$ cat src/rtl/mpc_pkg.sv
package mpc_pkg;
  localparam int unsigned LOW_PWR_BIT   = 3;
  localparam int unsigned TURBO_OFF_BIT = 4;
  localparam int unsigned N_ARRAYS      = 2;
  localparam int unsigned ARR_NV        = 0;
  localparam int unsigned ARR_SRAM      = 1;

  typedef struct packed {
    logic turbo_off;
    logic low_pwr;
  } mode_t;

  typedef struct packed {
    logic       en;
    logic [1:0] half;
  } arr_ctl_t;
endpackage

$ cat src/rtl/mpc_rst_sync.sv
module mpc_rst_sync #(
  parameter int unsigned STAGES = 2
) (
  input  logic clk,
  input  logic rst_n,
  output logic rst_n_sync
);
  logic [STAGES-1:0] sh_q;
  logic [STAGES-1:0] sh_d;

  always_comb sh_d = {sh_q[STAGES-2:0], 1'b1};

  always_ff @(posedge clk or negedge rst_n) begin
    if (!rst_n) sh_q <= '0;
    else        sh_q <= sh_d;
  end

  assign rst_n_sync = sh_q[STAGES-1];
endmodule

$ cat src/rtl/mpc_mode_reg.sv
module mpc_mode_reg
  import mpc_pkg::*;
#(
  parameter int unsigned CFG_W = 8
) (
  input  logic             clk,
  input  logic             rst_n,
  input  logic             wr_en,
  input  logic [CFG_W-1:0] wdata,
  output mode_t            mode,
  output logic [CFG_W-1:0] rdata
);
  mode_t mode_q;
  mode_t mode_d;

  always_comb begin
    mode_d = mode_q;
    if (wr_en) begin
      mode_d.low_pwr   = wdata[LOW_PWR_BIT];
      mode_d.turbo_off = wdata[TURBO_OFF_BIT];
    end
  end

  always_ff @(posedge clk or negedge rst_n) begin
    if (!rst_n)     mode_q <= '0;
    else if (wr_en) mode_q <= mode_d;
  end

  always_comb begin
    rdata                = '0;
    rdata[LOW_PWR_BIT]   = mode_q.low_pwr;
    rdata[TURBO_OFF_BIT] = mode_q.turbo_off;
  end

  assign mode = mode_q;
endmodule

$ cat src/rtl/mpc_array_gate.sv
module mpc_array_gate
  import mpc_pkg::*;
#(
  parameter bit HOLD_WHEN_CS = 1'b1
) (
  input  logic     cs_n,
  input  logic     sel,
  input  logic     low_pwr,
  input  logic     byte_mode,
  input  logic     addr_lsb,
  output arr_ctl_t ctl
);
  logic hold_on;
  logic split;

  always_comb begin
    hold_on     = HOLD_WHEN_CS && !low_pwr;
    split       = low_pwr && byte_mode;
    ctl.en      = !cs_n && (sel || hold_on);
    ctl.half[0] = ctl.en && (!split || !addr_lsb);
    ctl.half[1] = ctl.en && (!split ||  addr_lsb);
  end
endmodule

$ cat src/rtl/mpc_idle_timer.sv
module mpc_idle_timer #(
  parameter int unsigned IN_W        = 8,
  parameter int unsigned IDLE_CYCLES = 7
) (
  input  logic            clk,
  input  logic            rst_n,
  input  logic [IN_W-1:0] sense,
  input  logic            turbo_off,
  output logic            zero_pwr,
  output logic            out_valid
);
  localparam int unsigned CNT_W = $clog2(IDLE_CYCLES + 1);
  localparam logic [CNT_W-1:0] CNT_MAX = CNT_W'(IDLE_CYCLES);

  logic [IN_W-1:0]  sense_q;
  logic [CNT_W-1:0] cnt_q, cnt_d;
  logic             wake_q, wake_d;
  logic             moved;
  logic             cnt_en;

  always_comb begin
    moved  = (sense != sense_q);
    cnt_en = moved || (cnt_q != CNT_MAX);
    cnt_d  = moved ? '0 : cnt_q + 1'b1;
    wake_d = moved && turbo_off;
  end

  always_ff @(posedge clk or negedge rst_n) begin
    if (!rst_n) begin
      sense_q <= '0;
      cnt_q   <= '0;
      wake_q  <= 1'b0;
    end else begin
      sense_q <= sense;
      wake_q  <= wake_d;
      if (cnt_en) cnt_q <= cnt_d;
    end
  end

  assign zero_pwr  = turbo_off && (cnt_q == CNT_MAX);
  assign out_valid = !wake_q;
endmodule

$ cat src/rtl/mpc_power_ctrl.sv
module mpc_power_ctrl
  import mpc_pkg::*;
#(
  parameter int unsigned CFG_W       = 8,
  parameter int unsigned LOGIC_IN_W  = 8,
  parameter int unsigned IDLE_CYCLES = 7
) (
  input  logic                  clk,
  input  logic                  rst_n,
  input  logic                  cfg_wr,
  input  logic [CFG_W-1:0]      cfg_wdata,
  output logic [CFG_W-1:0]      cfg_rdata,
  input  logic                  cs_n,
  input  logic                  nv_sel,
  input  logic                  sram_sel,
  input  logic                  byte_mode,
  input  logic                  addr_lsb,
  input  logic [LOGIC_IN_W-1:0] logic_in,
  output logic                  nv_en,
  output logic [1:0]            nv_half,
  output logic                  sram_en,
  output logic [1:0]            sram_half,
  output logic                  plc_zero_pwr,
  output logic                  plc_out_valid
);
  logic     rst_n_i;
  mode_t    mode;
  logic     sel_w [N_ARRAYS];
  arr_ctl_t ctl_w [N_ARRAYS];

  mpc_rst_sync #(.STAGES(2)) u_rst (
    .clk(clk), .rst_n(rst_n), .rst_n_sync(rst_n_i)
  );

  mpc_mode_reg #(.CFG_W(CFG_W)) u_mode (
    .clk(clk), .rst_n(rst_n_i), .wr_en(cfg_wr), .wdata(cfg_wdata),
    .mode(mode), .rdata(cfg_rdata)
  );

  assign sel_w[ARR_NV]   = nv_sel;
  assign sel_w[ARR_SRAM] = sram_sel;

  for (genvar g = 0; g < N_ARRAYS; g++) begin : g_arr
    mpc_array_gate #(.HOLD_WHEN_CS(g == ARR_NV)) u_gate (
      .cs_n(cs_n), .sel(sel_w[g]), .low_pwr(mode.low_pwr),
      .byte_mode(byte_mode), .addr_lsb(addr_lsb), .ctl(ctl_w[g])
    );
  end

  assign nv_en     = ctl_w[ARR_NV].en;
  assign nv_half   = ctl_w[ARR_NV].half;
  assign sram_en   = ctl_w[ARR_SRAM].en;
  assign sram_half = ctl_w[ARR_SRAM].half;

  mpc_idle_timer #(.IN_W(LOGIC_IN_W), .IDLE_CYCLES(IDLE_CYCLES)) u_idle (
    .clk(clk), .rst_n(rst_n_i), .sense(logic_in), .turbo_off(mode.turbo_off),
    .zero_pwr(plc_zero_pwr), .out_valid(plc_out_valid)
  );
endmodule

$ cat config.mk
export PLATFORM = sky130hd
export DESIGN_NAME = mpc_power_ctrl
export DESIGN_NICKNAME = d
export VERILOG_FILES = /design/src/rtl/mpc_pkg.sv /design/src/rtl/mpc_rst_sync.sv /design/src/rtl/mpc_mode_reg.sv /design/src/rtl/mpc_array_gate.sv /design/src/rtl/mpc_idle_timer.sv /design/src/rtl/mpc_power_ctrl.sv
export SDC_FILE = /design/constraint.sdc
export NUM_CORES = 1
export LEC_CHECK = 0
export ABC_AREA = 1
export BUFFER_PORTS_ARGS = -buffer_cell sky130_fd_sc_hd__buf_2
export CORE_ASPECT_RATIO = 1.1
export CORE_MARGIN = 3
export CORE_UTILIZATION = 45
export DETAILED_ROUTE_END_ITERATION = 12
export GPL_ROUTABILITY_DRIVEN = 0
export PLACE_DENSITY = 0.84
export RECOVER_POWER = 50
export SLEW_MARGIN = 20
export SYNTH_ARGS = -nofsm -noshare
export SYNTH_HDL_FRONTEND = slang
export SYNTH_SLANG_ARGS = --single-unit
$ cat constraint.sdc
create_clock -name clk -period 1.1 [get_ports clk]
set_input_delay 0 -clock clk [delete_from_list [all_inputs] [get_ports clk]]
set_output_delay 0 -clock clk [all_outputs]
set_load 0.02 [all_outputs]
Word level (Yosys, flattened, before mapping)
Cells that the tools add are included.
{ "totals": {"wordCells": 29, "regBits": 16, "inputBits": 24, "out_inout_bits": 16} }
{ "op_classes": {"n_addsub": 1, "n_eq_ne": 3, "n_mux": 1, "n_reduce_logical": 18} }
{ "op_table": {"columns": ["operator", "n"], "rows": [
  ["1-bit logical AND", 9],
  ["8-bit inequality test", 1],
  ["1-bit logical NOT", 5],
  ["1-bit logical OR", 4],
  ["3-bit by 1-bit adder with 3-bit output (second input constant)", 1],
  ["3-bit equality test (second input constant)", 1],
  ["3-bit two-way mux", 1],
  ["3-bit inequality test (second input constant)", 1]
]} }

Logic depth before layout (Yosys ltp)
Gate-level depths: netlist of the first run.
{ "depth": {"ltp_word": 4, "ltp_mapped": 8, "ltp_nobuf": 8} }

Modules after synthesis
Synthesis of the first run repeated with hierarchy kept, for this count alone.
{ "hier_totals": {"hier_cells": 129, "area_unflattened_um2": 908.4} }
{ "by_module_without_submodules": {"columns": ["module", "area_each_um2", "instances", "seq_area_each_um2", "cells_each"], "rows": [
  ["mpc_idle_timer", 626.9, 1, 300.3, 87],
  ["mpc_mode_reg", 140.1, 1, 50.0, 18],
  ["mpc_rst_sync", 53.8, 1, 50.0, 3],
  ["mpc_array_gate (g_arr[0].u_gate)", 46.3, 1, 0.0, 11],
  ["mpc_array_gate (g_arr[1].u_gate)", 41.3, 1, 0.0, 10]
]} }

Least setup slack after synthesis of the first run
No wires, ideal clock.
{ "synth_path": {"path_kind": "reg-to-reg", "startpoint": "reg u_idle.cnt_q[0]", "endpoint": "reg u_idle.cnt_q[1]", "setup_slack_ps": -15, "period_less_slack_ps": 1115, "setup_ps": 120, "path_stages_with_launch": 5, "required_time_ps": 980, "n_path_buf": 0, "arrival_ps": 996, "path_cell_list": "dfrtp_1 > ha_1 > ha_1 > mux2i_1 > nor2_1"} }
{ "synth_via": {"elab_chain_len": 2, "elab_cells_between_ends": 4, "classes_between": "add/sub: 1; eq/ne: 1; mux: 1; reduce/logical: 1"} }
{ "synth_lines": {"columns": ["element", "line_no", "source"], "rows": [
  ["start: declaration", "mpc_idle_timer.sv:16", "logic [CNT_W-1:0] cnt_q, cnt_d;"],
  ["start signal: assignment", "mpc_idle_timer.sv:36", "if (cnt_en) cnt_q <= cnt_d;"],
  ["3-bit by 1-bit adder with 3-bit output / 3-bit inequality test (equally long branches)", "mpc_idle_timer.sv:24, mpc_idle_timer.sv:23", null],
  ["3-bit two-way mux / 1-bit logical OR (equally long branches)", "mpc_idle_timer.sv:24, mpc_idle_timer.sv:23", null]
]} }
Several ways; a longest one is shown, not always the timed one.
A chain may end at the register's enable or synchronous reset.

Final worst setup path of the first run
{ "layout_path": {"startpoint": "reg u_idle.cnt_q[0]", "endpoint": "out plc_zero_pwr"} }
{ "layout_via": {"elab_chain_len": 2} }
{ "layout_lines": {"columns": ["element", "line_no", "source"], "rows": [
  ["3-bit equality test", "mpc_idle_timer.sv:40", "assign zero_pwr = turbo_off && (cnt_q == CNT_MAX);"],
  ["1-bit logical AND", "mpc_idle_timer.sv:40", null],
  ["end: declaration", "mpc_power_ctrl.sv:23", "output logic plc_zero_pwr,"]
]} }
No other way between the ends.

==> metrics.md, run 1 <==
| Metric | Value |
|---|---|
| Fmax | 799 MHz |
| CP Max Fanout | 4 |
| Routed vias | 810 |
| Crit-path slowest cell | dfrtp_1 |
| Most area-hungry cell type in the Yosys netlist | dfrtp_1 |
| First-pass GRT wire length | 2680 um |
| Path type of the worst setup path | reg -> out |
| Share of cells above drive strength 1 | 0.205 |
| Largest net degree at the start of global routing | 15 |
| Post-DP Area | 997 um2 |
| Initial core utilization | 0.483 |
| Fin. Hold Viols | 0 |
| Crit. End Element | output pin |
| Fill count | 157 |
| Fin Hold WS | 0.0190 ns |
| Deepest level of the CTS H-tree | 1 |
| Seq/Total Area, Yosys | 0.460 |
| MaxCap Viol Count | 0 |
| Max-slew headroom | 0.632 |
| Failing checks | negative setup slack |
| Number of synthesized flops with an enable pin | 0 |
| Top-count cell post-synth | nand2_1 |
| Wire per inst | 9.45 um |
| Drc violations | 0 |
| Cell Pwr Density | 1050 mW/mm2 |
| Clock root buffer | clkbuf_4 |
| # nets final | 193 |
| Die H | 52.1 um |
| Worst hold path class | in -> async |
| CP Launch Type | flop |
| Count of state elements after synthesis | 16 |
| Leakage | 0.728 nW |
| FFs w/ async S/R, synth | 1.00 |
| N_diodes | 0 |
| Syn-to-layout area delta | 40.8% |
| Detailed Place HPWL | 1210 um |
| GRT Total Usage | 0.157 |
| CP required | 1.10 ns |
| Post-synthesis cell area | 871 um2 |
| GR Overflow Total | 0 |
| Number of global-route vias before repair | 735 |
| I/O pin count | 40 |
| Final wirelength | 1740 um |
| Via density | 4.40 |
| Ys flop type | dfrtp_1 |
| Final Util | 0.681 |
| Largest cells by area after synthesis | dfrtp_1, nand2_1, inv_1 |
| Worst Tran Pin Value | 0.553 ns |
| Antenna-violating nets left | 0 |
| CP Cell Sequence | ha_2 -> ha_4 -> nand2_2 -> inv_2 -> buf_6 |
| Status | complete, but fails checks |
| Setup TNS | -0.716 ns |
| Final setup violation count | 8 |
| Synth unique cells | 14 |
| CTS tree | built |
| Synth top area share | 0.460 |
| Die Area | 0.00250 mm2 |
| Final WS setup | -0.152 ns |
| RSZ-0062 raised after global routing | yes |
| Final period utilization | 1.14 |
| Finished Cell Area | 0.00123 mm2 |
| CORE AREA | 0.00180 mm2 |
| Setup Skew | 0.00177 ns |
| Slowest stage delay, CP | 0.39 ns |
| I/O Buffers | 27 |
| Site row count | 16 |
| Clock slew at reported path FFs | 0.09 ns |
| Synthesis Warnings | 0 |
| Inserted Clock Buffers | 3 |
| Slew Limit Fails | 0 |
| Worst-Skew Late Latency | 0.28 ns |
| DRT iter0 DRCs | 2 |
| Cell count after synthesis | 119 |
| Die X | 47.9 um |
| CTS max path bufs | 2 |
| Peak VDD IR | 1.01 mV |
| Final Power | 0.00129 W |
| Mean Syn Cell Area | 7.32 um2 |
| Initial antenna violation count | 0 |
| Clock Sinks | 16 |
| Worst Path Arrival | 1.25 ns |
| Pre-antenna DRT Iters | 4 |
| Min Tclk post-route | 1.25 ns |
| Leading cell types by count after synthesis | nand2_1, inv_1, dfrtp_1 |
[report_power, final]
part	internal, W	switching (W)	leakage, nW
logic	0.000115	0.000147	0.512
registers	0.000616	0.0000291	0.195
clock network	0.000201	0.000177	0.0210
total	0.000933	0.000353	0.728
[area by class of cell]
type	instances	area [um2]	area share
inverters	28	105	0.0857
flip-flops and latches	16	400	0.327
repair buffers	46	317	0.258
clock buffers	4	36.3	0.0296
well taps	18	22.5	0.0184
multi-input cells	72	345	0.282
[path summary, 6_finish.rpt]
| path | from | to | slack, ns | cells after the start |
|---|---|---|---|---|
| worst min register to register | u_rst.sh_q[1]$_DFF_PN0_ | u_idle.cnt_q[2]$_DFFE_PN0P_ | 0.23 | 0 |
| worst max-delay path | u_idle.cnt_q[0]$_DFFE_PN0P_ | plc_zero_pwr | -0.15 | 5 |
| worst max register to register | u_idle.cnt_q[0]$_DFFE_PN0P_ | u_idle.cnt_q[1]$_DFFE_PN0P_ | -0.11 | 5 |
| max in group asynchronous | u_rst.sh_q[1]$_DFF_PN0_ | u_idle.sense_q[0]$_DFF_PN0_ | 0.51 | 0 |
| worst min-delay path | rst_n | u_rst.sh_q[0]$_DFF_PN0_ | 0.02 | 2 |
| min in group clk | cs_n | sram_half[1] | 0.31 | 3 |
[sequential cells by signal, indices dropped and copies added, names as in the netlist]
name            cells
u_mode.mode         2
u_idle.wake_q       1
u_rst.sh_q          2
u_idle.cnt_q        3
u_idle.sense_q      8
[routing by layer]
layer  vias to the layer above  track usage  wire length (um)
li1                        418            -                 -
met1                       358        0.148               630
met2                        30        0.289               980
met3                         4       0.0415                98
met4                         0       0.0807                29
met5                         -            0                 0
[kinds of logic (layout without fill, tap and decap cells)]
logic type | after synthesis | in the layout | synth area share
simple gates | 54 | 54 | 0.236
buf+inv | 36 | 78 | 0.190
flops | 16 | 16 | 0.460
compound gates | 4 | 4 | 0.0244
xor+xnor | 3 | 3 | 0.0302
fa+ha+maj | 2 | 2 | 0.0287
other cells | 2 | 7 | 0.00862
mux | 2 | 2 | 0.0230
[what timing repair did]
item / 4_1_cts / 5_1_grt
setup buffers: 5 / 1
gates resized for setup: 9 / 5
hold buffers: 12 / 0
endpoints found under the hold margin: 12 / 0
endpoints found under the setup margin: 8 / 9
pin swaps: 4 / 3
[cell usage in the layout, fill, tap and decap left out]
master         instances
a31oi_1                1
buf_2                 13
buf_4                  8
buf_6                  3
clkbuf_1              10
clkbuf_4               3
clkbuf_8               1
conb_1                 7
dfrtp_1               16
dlygate4sd3_1         12
ha_2                   1
ha_4                   1
inv_1                 26
inv_2                  2
mux2i_1                2
nand2_1               38
nand2_2                1
nand3_1                1
nor2_1                13
nor3_1                 1
o21ai_0                2
o21ai_2                1
xnor2_1                2
xor2_1                 1
[critical path, delay by kind of cell (launching register included)]
kind | cells | cell delay, ns
flip-flops | 1 | 0.39
AND/OR/NAND/NOR | 1 | 0.06
buffers and inverters | 2 | 0.15
adder cells (fa/ha/maj) | 2 | 0.37
[per-stage QoR]
stage | cells | worst slack, ns
floorplan | 124 | 0.0141
global placement | 162 | 0.0173
detailed placement | 162 | -0.0345
CTS | 183 | -0.170
global route | 184 | -0.209
finish | 184 | -0.152
Power figures use the tool's default switching activity.
==> run 2: changes to the inputs <==
Settings changed: SETUP_SLACK_MARGIN set to 0.15.
==> metrics.md, run 2 (synthesis gave the netlist of run 1 again) <==
| Metric | Value |
|---|---|
| Drc violations | 0 (unchanged) |
| DRT iter0 DRCs | 4 (+2) |
| CORE AREA | 0.00180 mm2 (unchanged) |
| Final period utilization | 1.13 (-0.00801) |
| Biggest regs | u_idle.sense_q x8, u_idle.cnt_q x3 |
| Most common cell after layout, fill and taps aside | nand2_1 |
| Combinational share of power | 0.225 (+0.021) |
| Die X | 47.9 um (unchanged) |
| Status | complete, but fails checks |
| CP Launch Type | flop |
| Syn-to-layout area delta | 43.0% |
| N_diodes | 0 (unchanged) |
| Site row count | 16 (unchanged) |
| Die H | 52.1 um (unchanged) |
| Finished Cell Area | 0.00124 mm2 (+1.5%) |
| Final wirelength | 1930 um (+11%) |
| Initial antenna violation count | 0 (unchanged) |
| Switching power | 0.000366 W (+3.7%) |
| Antenna-violating nets left | 0 (unchanged) |
| Setup Skew | 0.000671 ns (-0.00110 ns) |
| Leakage | 0.714 nW (-1.9%) |
| R2R Setup Slk | -0.12 ns (about the same) |
| Fill count | 148 (-5.7%) |
| Post-DP Area | 0.00101 mm2 (+1.1%) |
| Fin. Hold Viols | 0 (unchanged) |
| Worst-Skew Late Latency | 0.28 ns (about the same) |
| Met3 WL post-DR | 93 um (-5.1%) |
| Crit path launch | u_idle.cnt_q[1]$_DFFE_PN0P_ |
| Multi-input gate area | 374 um2 (+8.3%) |
| Fmax | 804 MHz (+0.71%) |
| GR Overflow Total | 0 (unchanged) |
| CP Max Fanout | 2 (-2) |
| Met2 WL post-DR | 1150 um (+17%) |
| Top reg by flops | u_idle.sense_q |
| Inserted Clock Buffers | 3 (unchanged) |
| Worst Reg-to-Reg Cells | 5 (unchanged) |
| Detailed Place HPWL | 1310 um (+8.1%) |
| Pre-antenna DRT Iters | 2 (-2) |
| RR Startpoint | u_idle.cnt_q[1]$_DFFE_PN0P_ |
| Final WS setup | -0.144 ns (+0.00881 ns) |
| RSZ-0062 raised after global routing | yes |
| Max reg flops | 8 (unchanged) |
| Commonest non-fill, non-tap cells in the layout | nand2_1, inv_1, dfrtp_1 |
| Worst Path Arrival | 1.24 ns (about the same) |
| Max-slew headroom | 0.642 (+0.0109) |
| Routed vias | 843 (+4.1%) |
| DRT met1 WL | 643 um (+2.1%) |
| First-pass GRT wire length | 3020 um (+13%) |
| Cell Pwr Density | 1060 mW/mm2 (+0.67%) |
| Pint | 0.000949 W (+1.7%) |
| Switch share | 0.279 (+0.00394) |
| Path type of the worst setup path | reg -> out |
| Min Tclk post-route | 1.24 ns (-0.00881 ns) |
| Clock Power Share | 0.285 (-0.010) |
| Sequential power share | 0.490 (-0.012) |
| Deepest level of the CTS H-tree | 1 (unchanged) |
| I/O Buffers | 27 (unchanged) |
| MaxCap Viol Count | 0 (unchanged) |
| I/O pin count | 40 (unchanged) |
| Crit. End Element | output pin |
| Register area | 400 um2 (unchanged) |
| Worst hold path class | in -> async |
| Final Power | 0.00131 W (+2.2%) |
| Initial core utilization | 0.483 (unchanged) |
| Clock root buffer | clkbuf_4 |
| Via density | 4.66 (+5.8%) |
| Wire per inst | 10.6 um (+13%) |
| Share of cells above drive strength 1 | 0.233 (+0.0283) |
| Peak VDD IR | 0.916 mV (-9.7%) |
| Clock slew at reported path FFs | 0.09 ns (about the same) |
| CP required | 1.10 ns (about the same) |
| # nets final | 190 (-1.6%) |
| CTS max path bufs | 2 (unchanged) |
| Worst Tran Pin Value | 0.536 ns (-0.0163 ns) |
| DP Cell Count | 161 (-0.62%) |
| Slew Limit Fails | 0 (unchanged) |
| Largest net degree at the start of global routing | 15 (unchanged) |
| Final setup violation count | 9 (+1) |
| Top sig layer | met4 |
| GRT Total Usage | 0.175 (+0.0179) |
| Clock Sinks | 16 (unchanged) |
| Failing checks | negative setup slack |
| Number of global-route vias before repair | 845 (+15%) |
| CTS tree | built |
| Die Area | 0.00250 mm2 (unchanged) |
| Reg2reg end | u_idle.cnt_q[0]$_DFFE_PN0P_ |
| Cell Count, Final, Fillers Out | 181 (-1.6%) |
-- run 2: cell types whose count changed in the layout (fill, tap and decap cells not counted), moves of 2 or more --
cell / change
buf_2: -2
buf_4: -3
buf_6: +2
inv_1: -2
inv_2: +2
-- run 2: critical path, cell delays in order (launching register included) --
cell,delay [ns]
dfrtp_1,0.40
ha_2,0.21
ha_4,0.16
nand2_2,0.05
inv_2,0.03
buf_6,0.12
-- run 2: timing repair --
item / 4_1_cts / 5_1_grt
endpoints found under the hold margin: 12 / 0
hold buffers: 12 / 0
gates cloned: 0 / 0
resized for setup: 11 / 12
pin swaps: 3 / 3
buffers inserted: 4 / 0
setup endpoints to repair: 10 / 11
-- run 2: worst max-delay path by stage --
stage,endpoint,slack [ns],depth (start not counted)
after floorplan,u_idle.cnt_q[1]$_DFFE_PN0P_,0.08,4
after global placement,u_idle.cnt_q[0]$_DFFE_PN0P_,0.05,4
after detailed placement,u_idle.cnt_q[1]$_DFFE_PN0P_,-0.009,4
after CTS,plc_zero_pwr,-0.17,5
after global routing,plc_zero_pwr,-0.20,5
final,plc_zero_pwr,-0.14,5
-- run 2: final cells by class --
class / count / area share
clock buffers: 4 / 0.0291
inverters: 28 / 0.0844
multi-input cells: 72 / 0.301
flip-flops and latches: 16 / 0.322
well taps: 18 / 0.0181
repair buffers: 43 / 0.246
-- run 2: power by group through the flow --
stage / Clock [W] / Sequential (W) / Combinational [W]
after floorplan: 0 / 0.000650 / 0.000160
after global placement: 0 / 0.000654 / 0.000206
after detailed placement: 0 / 0.000657 / 0.000217
after CTS: 0.000388 / 0.000645 / 0.000280
after global routing: 0.000417 / 0.000650 / 0.000326
final: 0.000375 / 0.000644 / 0.000296
-- run 2: through the flow --
stage          setup slack, ns  TNS [ns]   util  hold slack (ns)
3_5_place_dp          -0.00913  -0.00913  0.560           -0.213
4_1_cts                 -0.169    -0.722  0.683           0.0151
6_report                -0.144    -0.783  0.691           0.0349
3_3_place_gp            0.0498         0  0.560           -0.215
5_1_grt                 -0.203     -1.33  0.691           0.0347
2_1_floorplan           0.0775         0      -           -0.296
-- run 2: routing by layer --
layer,track usage,vias up
met5,0,-
met4,0.0807,0
met3,0.0208,4
met2,0.372,28
met1,0.134,396
li1,-,415
